--- src/rtl/irqv_pkg.sv ---
// Package irqv_pkg
// Shared constants for the interrupt vector controller: the level count, the
// vector base, the enable-register bit placement and the masks of the
// physically present bits.
package irqv_pkg;
    localparam int NUM_LVL  = 16;
    localparam int LVL_W    = $clog2(NUM_LVL);
    localparam int NUM_SRC  = NUM_LVL + 1;          // level sources plus osc fault
    localparam int SRC_W    = $clog2(NUM_SRC);
    localparam int SRC_OF   = NUM_LVL;              // clear index of osc fault
    localparam int LVL_NMI  = 14;
    localparam int LVL_RST  = 15;
    localparam int VEC_W    = 16;
    localparam logic [VEC_W-1:0] VEC_BASE = 16'hFFE0;
    localparam int REG_W    = 8;
    localparam int NUM_REG  = 2;
    localparam int ADDR_W   = $clog2(NUM_REG);

    // Present bits of each enable register
    localparam logic [REG_W-1:0] IMPL_R0 = 8'hC3;
    localparam logic [REG_W-1:0] IMPL_R1 = 8'h8B;

    // Bit positions in register 0
    localparam int R0_WDT = 0;
    localparam int R0_OF  = 1;
    localparam int R0_P00 = 6;
    localparam int R0_P01 = 7;
    // Bit positions in register 1
    localparam int R1_RX  = 0;
    localparam int R1_TX  = 1;
    localparam int R1_TP  = 3;
    localparam int R1_BT  = 7;

    // Levels that ignore the global enable
    localparam logic [NUM_LVL-1:0] GIE_EXEMPT = 16'hC000;

    // Vector word address for a level
    function automatic logic [VEC_W-1:0] lvl_vector(input logic [LVL_W-1:0] lvl);
        return VEC_BASE + (VEC_W'(lvl) << 1);
    endfunction
endpackage

--- src/rtl/irqv_enable_regs.sv ---
// Module irqv_enable_regs
// Holds the byte-wide interrupt enable registers. Only the bits set in the
// implementation masks exist as flops; the other bits ignore writes and read 0.
// Assumes single-cycle writes and combinational reads.
module irqv_enable_regs
    import irqv_pkg::*;
#(
    parameter logic [NUM_REG-1:0][REG_W-1:0] IMPL = {IMPL_R1, IMPL_R0}
) (
    input  logic                           clk,
    input  logic                           rst_n,
    input  logic                           wr_i,
    input  logic [ADDR_W-1:0]              addr_i,
    input  logic [REG_W-1:0]               wdata_i,
    output logic [REG_W-1:0]               rdata_o,
    output logic [NUM_REG-1:0][REG_W-1:0]  regs_o
);
    logic [NUM_REG-1:0][REG_W-1:0] regs_q;

    for (genvar r = 0; r < NUM_REG; r++) begin : g_reg
        for (genvar b = 0; b < REG_W; b++) begin : g_bit
            if (IMPL[r][b]) begin : g_ff
                // Store one implemented enable bit
                always_ff @(posedge clk) begin
                    if (!rst_n)
                        regs_q[r][b] <= 1'b0;
                    else if (wr_i && (addr_i == ADDR_W'(r)))
                        regs_q[r][b] <= wdata_i[b];
                end
            end else begin : g_absent
                assign regs_q[r][b] = 1'b0;
            end
        end
    end

    // Return the addressed register
    always_comb begin
        rdata_o = regs_q[addr_i];
    end

    assign regs_o = regs_q;
endmodule

--- src/rtl/irqv_qualify.sv ---
// Module irqv_qualify
// Applies the per-source and global enables to the raw request lines,
// giving one active bit per level. Level 14 merges the non-maskable event
// with the oscillator fault, which obeys only its own enable bit.
module irqv_qualify
    import irqv_pkg::*;
(
    input  logic [NUM_LVL-1:0] req_i,
    input  logic               of_req_i,
    input  logic [REG_W-1:0]   r0_i,
    input  logic [REG_W-1:0]   r1_i,
    input  logic               gie_i,
    output logic [NUM_LVL-1:0] act_o,
    output logic               of_sel_o
);
    logic [NUM_LVL-1:0] ind_en;
    logic               of_ok;

    // Map each level to its individual enable (1 if none in these registers)
    always_comb begin
        ind_en     = '1;
        ind_en[5]  = 1'b0;
        ind_en[11] = 1'b0;
        ind_en[13] = r0_i[R0_P00];
        ind_en[12] = r0_i[R0_P01];
        ind_en[10] = r0_i[R0_WDT];
        ind_en[7]  = r1_i[R1_RX];
        ind_en[6]  = r1_i[R1_TX];
        ind_en[4]  = r1_i[R1_TP];
        ind_en[1]  = r1_i[R1_BT];
    end

    assign of_ok = of_req_i & r0_i[R0_OF];

    for (genvar k = 0; k < NUM_LVL; k++) begin : g_lvl
        if (k == LVL_NMI) begin : g_shared
            assign act_o[k] = req_i[k] | of_ok;
        end else begin : g_plain
            assign act_o[k] = req_i[k] & ind_en[k] & (gie_i | GIE_EXEMPT[k]);
        end
    end

    // Osc fault owns level 14 only when the non-maskable event is absent
    assign of_sel_o = of_ok & ~req_i[LVL_NMI];
endmodule

--- src/rtl/irqv_prio_enc.sv ---
// Module irqv_prio_enc
// Fixed-priority encoder: reports the highest set bit of the active vector.
// Assumes bit N-1 is the most urgent.
module irqv_prio_enc #(
    parameter int N     = 16,
    parameter int IDX_W = $clog2(N)
) (
    input  logic [N-1:0]     act_i,
    output logic             any_o,
    output logic [IDX_W-1:0] idx_o
);
    // Scan upward so the highest active bit is the last assignment
    always_comb begin
        any_o = 1'b0;
        idx_o = '0;
        for (int k = 0; k < N; k++) begin
            if (act_i[k]) begin
                any_o = 1'b1;
                idx_o = IDX_W'(k);
            end
        end
    end
endmodule

--- src/rtl/irqv_ctrl.sv ---
// Module irqv_ctrl
// Top of the interrupt vector controller. Qualifies requests, arbitrates
// them, latches the winning vector until acknowledge, pulses the one-hot
// flag clear during the acknowledge cycle and keeps the global enable.
// Assumes request flags stay asserted until their clear pulse is seen.
module irqv_ctrl
    import irqv_pkg::*;
(
    input  logic                 clk,
    input  logic                 rst_n,
    input  logic                 rst_req_i,
    input  logic                 nmi_i,
    input  logic                 ofault_i,
    input  logic [13:0]          lvl_req_i,
    input  logic                 gie_set_i,
    input  logic                 ack_i,
    input  logic                 reg_wr_i,
    input  logic [ADDR_W-1:0]    reg_addr_i,
    input  logic [REG_W-1:0]     reg_wdata_i,
    output logic [REG_W-1:0]     reg_rdata_o,
    output logic                 valid_o,
    output logic [VEC_W-1:0]     vec_o,
    output logic [NUM_SRC-1:0]   clr_o
);
    logic [NUM_REG-1:0][REG_W-1:0] regs;
    logic [NUM_LVL-1:0]            req_all;
    logic [NUM_LVL-1:0]            act;
    logic                          of_sel;
    logic                          any;
    logic [LVL_W-1:0]              win_lvl;
    logic [SRC_W-1:0]              win_src;
    logic                          valid_q;
    logic [VEC_W-1:0]              vec_q;
    logic [SRC_W-1:0]              src_q;
    logic                          gie_q;
    logic                          accept;

    assign req_all = {rst_req_i, nmi_i, lvl_req_i};

    irqv_enable_regs u_regs (
        .clk     (clk),
        .rst_n   (rst_n),
        .wr_i    (reg_wr_i),
        .addr_i  (reg_addr_i),
        .wdata_i (reg_wdata_i),
        .rdata_o (reg_rdata_o),
        .regs_o  (regs)
    );

    irqv_qualify u_qual (
        .req_i    (req_all),
        .of_req_i (ofault_i),
        .r0_i     (regs[0]),
        .r1_i     (regs[1]),
        .gie_i    (gie_q),
        .act_o    (act),
        .of_sel_o (of_sel)
    );

    irqv_prio_enc #(.N(NUM_LVL)) u_enc (
        .act_i (act),
        .any_o (any),
        .idx_o (win_lvl)
    );

    // Translate the winning level into a clear index
    always_comb begin
        if (win_lvl == LVL_W'(LVL_NMI) && of_sel)
            win_src = SRC_W'(SRC_OF);
        else
            win_src = SRC_W'(win_lvl);
    end

    assign accept = valid_q & ack_i;

    // Latch the winner and hold it until acknowledge
    always_ff @(posedge clk) begin
        if (!rst_n) begin
            valid_q <= 1'b0;
            vec_q   <= '0;
            src_q   <= '0;
        end else if (valid_q) begin
            if (ack_i)
                valid_q <= 1'b0;
        end else if (any) begin
            valid_q <= 1'b1;
            vec_q   <= lvl_vector(win_lvl);
            src_q   <= win_src;
        end
    end

    // Keep the global enable: a maskable acceptance clears it
    always_ff @(posedge clk) begin
        if (!rst_n)
            gie_q <= 1'b0;
        else if (accept && (src_q < SRC_W'(LVL_NMI)))
            gie_q <= 1'b0;
        else if (gie_set_i)
            gie_q <= 1'b1;
    end

    // Pulse the clear line of the acknowledged source
    always_comb begin
        clr_o = '0;
        if (accept)
            clr_o = NUM_SRC'(1) << src_q;
    end

    assign valid_o = valid_q;
    assign vec_o   = vec_q;
endmodule

--- config.mk ---
export PLATFORM = sky130hd
export DESIGN_NAME = irqv_ctrl
export DESIGN_NICKNAME = d
export VERILOG_FILES = /design/src/rtl/irqv_pkg.sv /design/src/rtl/irqv_enable_regs.sv /design/src/rtl/irqv_qualify.sv /design/src/rtl/irqv_prio_enc.sv /design/src/rtl/irqv_ctrl.sv
export SDC_FILE = /design/constraint.sdc
export NUM_CORES = 1
export LEC_CHECK = 0
export BUFFER_PORTS_ARGS = -buffer_cell sky130_fd_sc_hd__buf_2
export CAP_MARGIN = 25
export CORE_MARGIN = 2
export CORE_UTILIZATION = 48
export CTS_BUF_LIST = sky130_fd_sc_hd__clkbuf_4
export DETAILED_ROUTE_END_ITERATION = 7
export HOLD_SLACK_MARGIN = 0.02
export PLACE_DENSITY = 0.82
export SLEW_MARGIN = 20
export SYNTH_ARGS = -nofsm -noshare
export SYNTH_HDL_FRONTEND = slang
export SYNTH_HIERARCHICAL = 1
export SYNTH_SLANG_ARGS = --single-unit
--- constraint.sdc ---
create_clock -name clk -period 2 [get_ports clk]
set_input_delay 0.4 -clock clk [delete_from_list [all_inputs] [get_ports clk]]
set_output_delay 0.4 -clock clk [all_outputs]
set_load 0.005 [all_outputs]
==> summary.txt <==
Layout
  – Diode count: 0
  – Finished Cell Area: 1707 um2
  – Core Util, Final: 57.31%
  – Number of fill cells: 288
  – Share of cells above drive strength 1: 39.83%
  – NumNets Final: 268
  – Area Growth Syn to Fin: 15.99%

Worst setup path
  – CP Capture Type: flip-flop
  – Worst EP arrival: 2.10 ns
  – Critical Path Source Type: flip-flop
  – WP data required: 2.24 ns
  – Worst-path maximum fanout: 9
  – Crit path kind: flip-flop to flip-flop

Drt
  – Vias per cell: 5.186
  – DR iter-0 viols: 76
  – Routed length per placed instance: 11.52 um
  – Final wirelength: 3.099 mm
  – Routed Antenna Nets: 0
  – Via count: 1395
  – DRT Pass-1 Iters: 4
  – DR DRC count: 0

Global routing
  – First-pass GRT wire length: 5.244 mm
  – Largest net degree at the start of global routing: 29
  – Number of global-route vias before repair: 1246
  – GRT Total Usage: 19.18%
  – Grt ovf: 0
  – Initial antenna violation count: 0

Timing
  – Min Hold Slack: 0.3298 ns
  – Minimum clock period: 1.862 ns
  – Fin crit share: 93.12%
  – Final Skew: 0.009730 ns
  – Setup violators final: 0
  – Fmax: 537.0 MHz
  – Final Hold Fails: 0
  – Slew Viols, Final: 0

Power and ir drop
  – Leak Pwr: 0.8450 nW
  – Pwr/cell area: 521.9 nW/um2
  – VDD IR max: 303.4 uV

Run
  – Max Cap Viol: 0

Clock network
  – Clock buffer count from CTS: 3
  – Clk sinks: 20
  – CTS max path bufs: 2
  – Depth of the CTS H-tree: 1
  – Post-CTS setup buffer count: 0
  – Clock-pin slew on the worst setup and hold paths: 0.11 ns
  – Root Driver: clkbuf_4
  – Clk Latency, worst-skew pair: 0.31 ns
  – Hold Buf Count CTS: 0
  – CTS tree: yes

Floorplanning
  – Die ar.: 3524 um2
  – Core Rows: 20
  – Die Ht: 59.37 um
  – Chip width: 59.37 um
  – Core box area: 2978 um2
  – I/O pin count: 73
  – Initial Util: 49.41%

Placed design
  – Gpl congestion: 0.7574
  – Placed Area: 1650 um2
  – Dpl hpwl: 2.459 mm
  – Input/output buffers: 63

Synthesis
  – Average cell area after synthesis: 7.744 um2
  – Synthesized area: 1471 um2
  – YS warnings: 6
  – Syn Inst Count: 190

Outcome
  – Status: finished clean

Hold path
  – Worst hold path type: input port to flip-flop
critical path: stages (launching register included):
cell      delay [ns]
dfxtp_4         0.38
buf_4           0.14
and2_2          0.17
nand2b_1        0.14
a221o_1         0.32
a31oi_2         0.23
nor2b_2         0.09
and3_1          0.18
o21ai_0         0.15
flip-flops by register name (all words and copies together), names as in the netlist:
register and cells:
src_q 5, vec_o 5, valid_o 1, u_regs/regs_o 8, gie_q 1
path summary, 6_finish.rpt:
path / slack, ns / endpoint / startpoint / depth (start not counted)
worst min register to register: 0.46 / vec_o[3]$_SDFFE_PN0P_ / vec_o[3]$_SDFFE_PN0P_ / 2
worst max register to register: 0.14 / src_q[3]$_SDFFE_PN0P_ / gie_q$_SDFFE_PP0P_ / 8
worst max-delay path: 0.14 / src_q[3]$_SDFFE_PN0P_ / gie_q$_SDFFE_PP0P_ / 8
worst min-delay path: 0.33 / u_regs/regs_o[11]$_SDFFE_PN0P_ / reg_wdata_i[3] / 3
layer usage:
metal / vias to the layer above / track usage, % / share of wire (%)
li1: 718 / - / -
met3: 7 / 1.965 / 5.4
met5: - / 0 / 0
met1: 613 / 23.36 / 42
met4: 0 / 6.818 / 1.6
met2: 57 / 34.54 / 51
repair_timing:
item | in CTS | in global routing
setup endpoints to repair | 1 | 9
endpoints found under the hold margin | 0 | 0
gates resized for setup | 1 | 7
area by class of cell:
type / count / area, um2 / share of cell area (%)
Clock buffer: 3 / 22.52 / 1.320
Clock inverter: 1 / 3.754 / 0.2199
Inverter: 1 / 3.754 / 0.2199
Multi-Input combinational cell: 145 / 893.4 / 52.35
Sequential cell: 20 / 404.1 / 23.68
Tap cell: 33 / 41.29 / 2.419
Timing Repair Buffer: 66 / 337.8 / 19.79
per-stage QoR:
step	TNS (ns)	power [mW]	std cells	worst slack [ns]
2_1_floorplan	0	0.6565	193	0.2125
3_3_place_gp	0	0.6922	265	0.03702
3_5_place_dp	-0.02434	0.6988	265	-0.02434
4_1_cts	0	0.8920	269	0.08379
5_1_grt	-0.03832	0.9498	269	-0.03000
6_report	0	0.8906	269	0.1376
report_power, final:
part / internal [mW] / switching, mW / total, mW
Combinational: 0.110 / 0.112 / 0.222
Clock: 0.0729 / 0.124 / 0.197
Sequential: 0.429 / 0.0420 / 0.471
placed cells by master (no fill, tap or decap), drive strengths merged, types with 2 or more instances in the layout:
cell and n:
and3 10, nor2 14, dfxtp 20, o21ai 7, and3b 2, mux2 3
nor3 10, buf 66, nor2b 5, nand2 31, nand4 2, a21boi 6
nor4 4, and2 9, mux2i 7, nand2b 8, clkbuf 3, conb 6
nand3 9
Power figures use the tool's default switching activity.
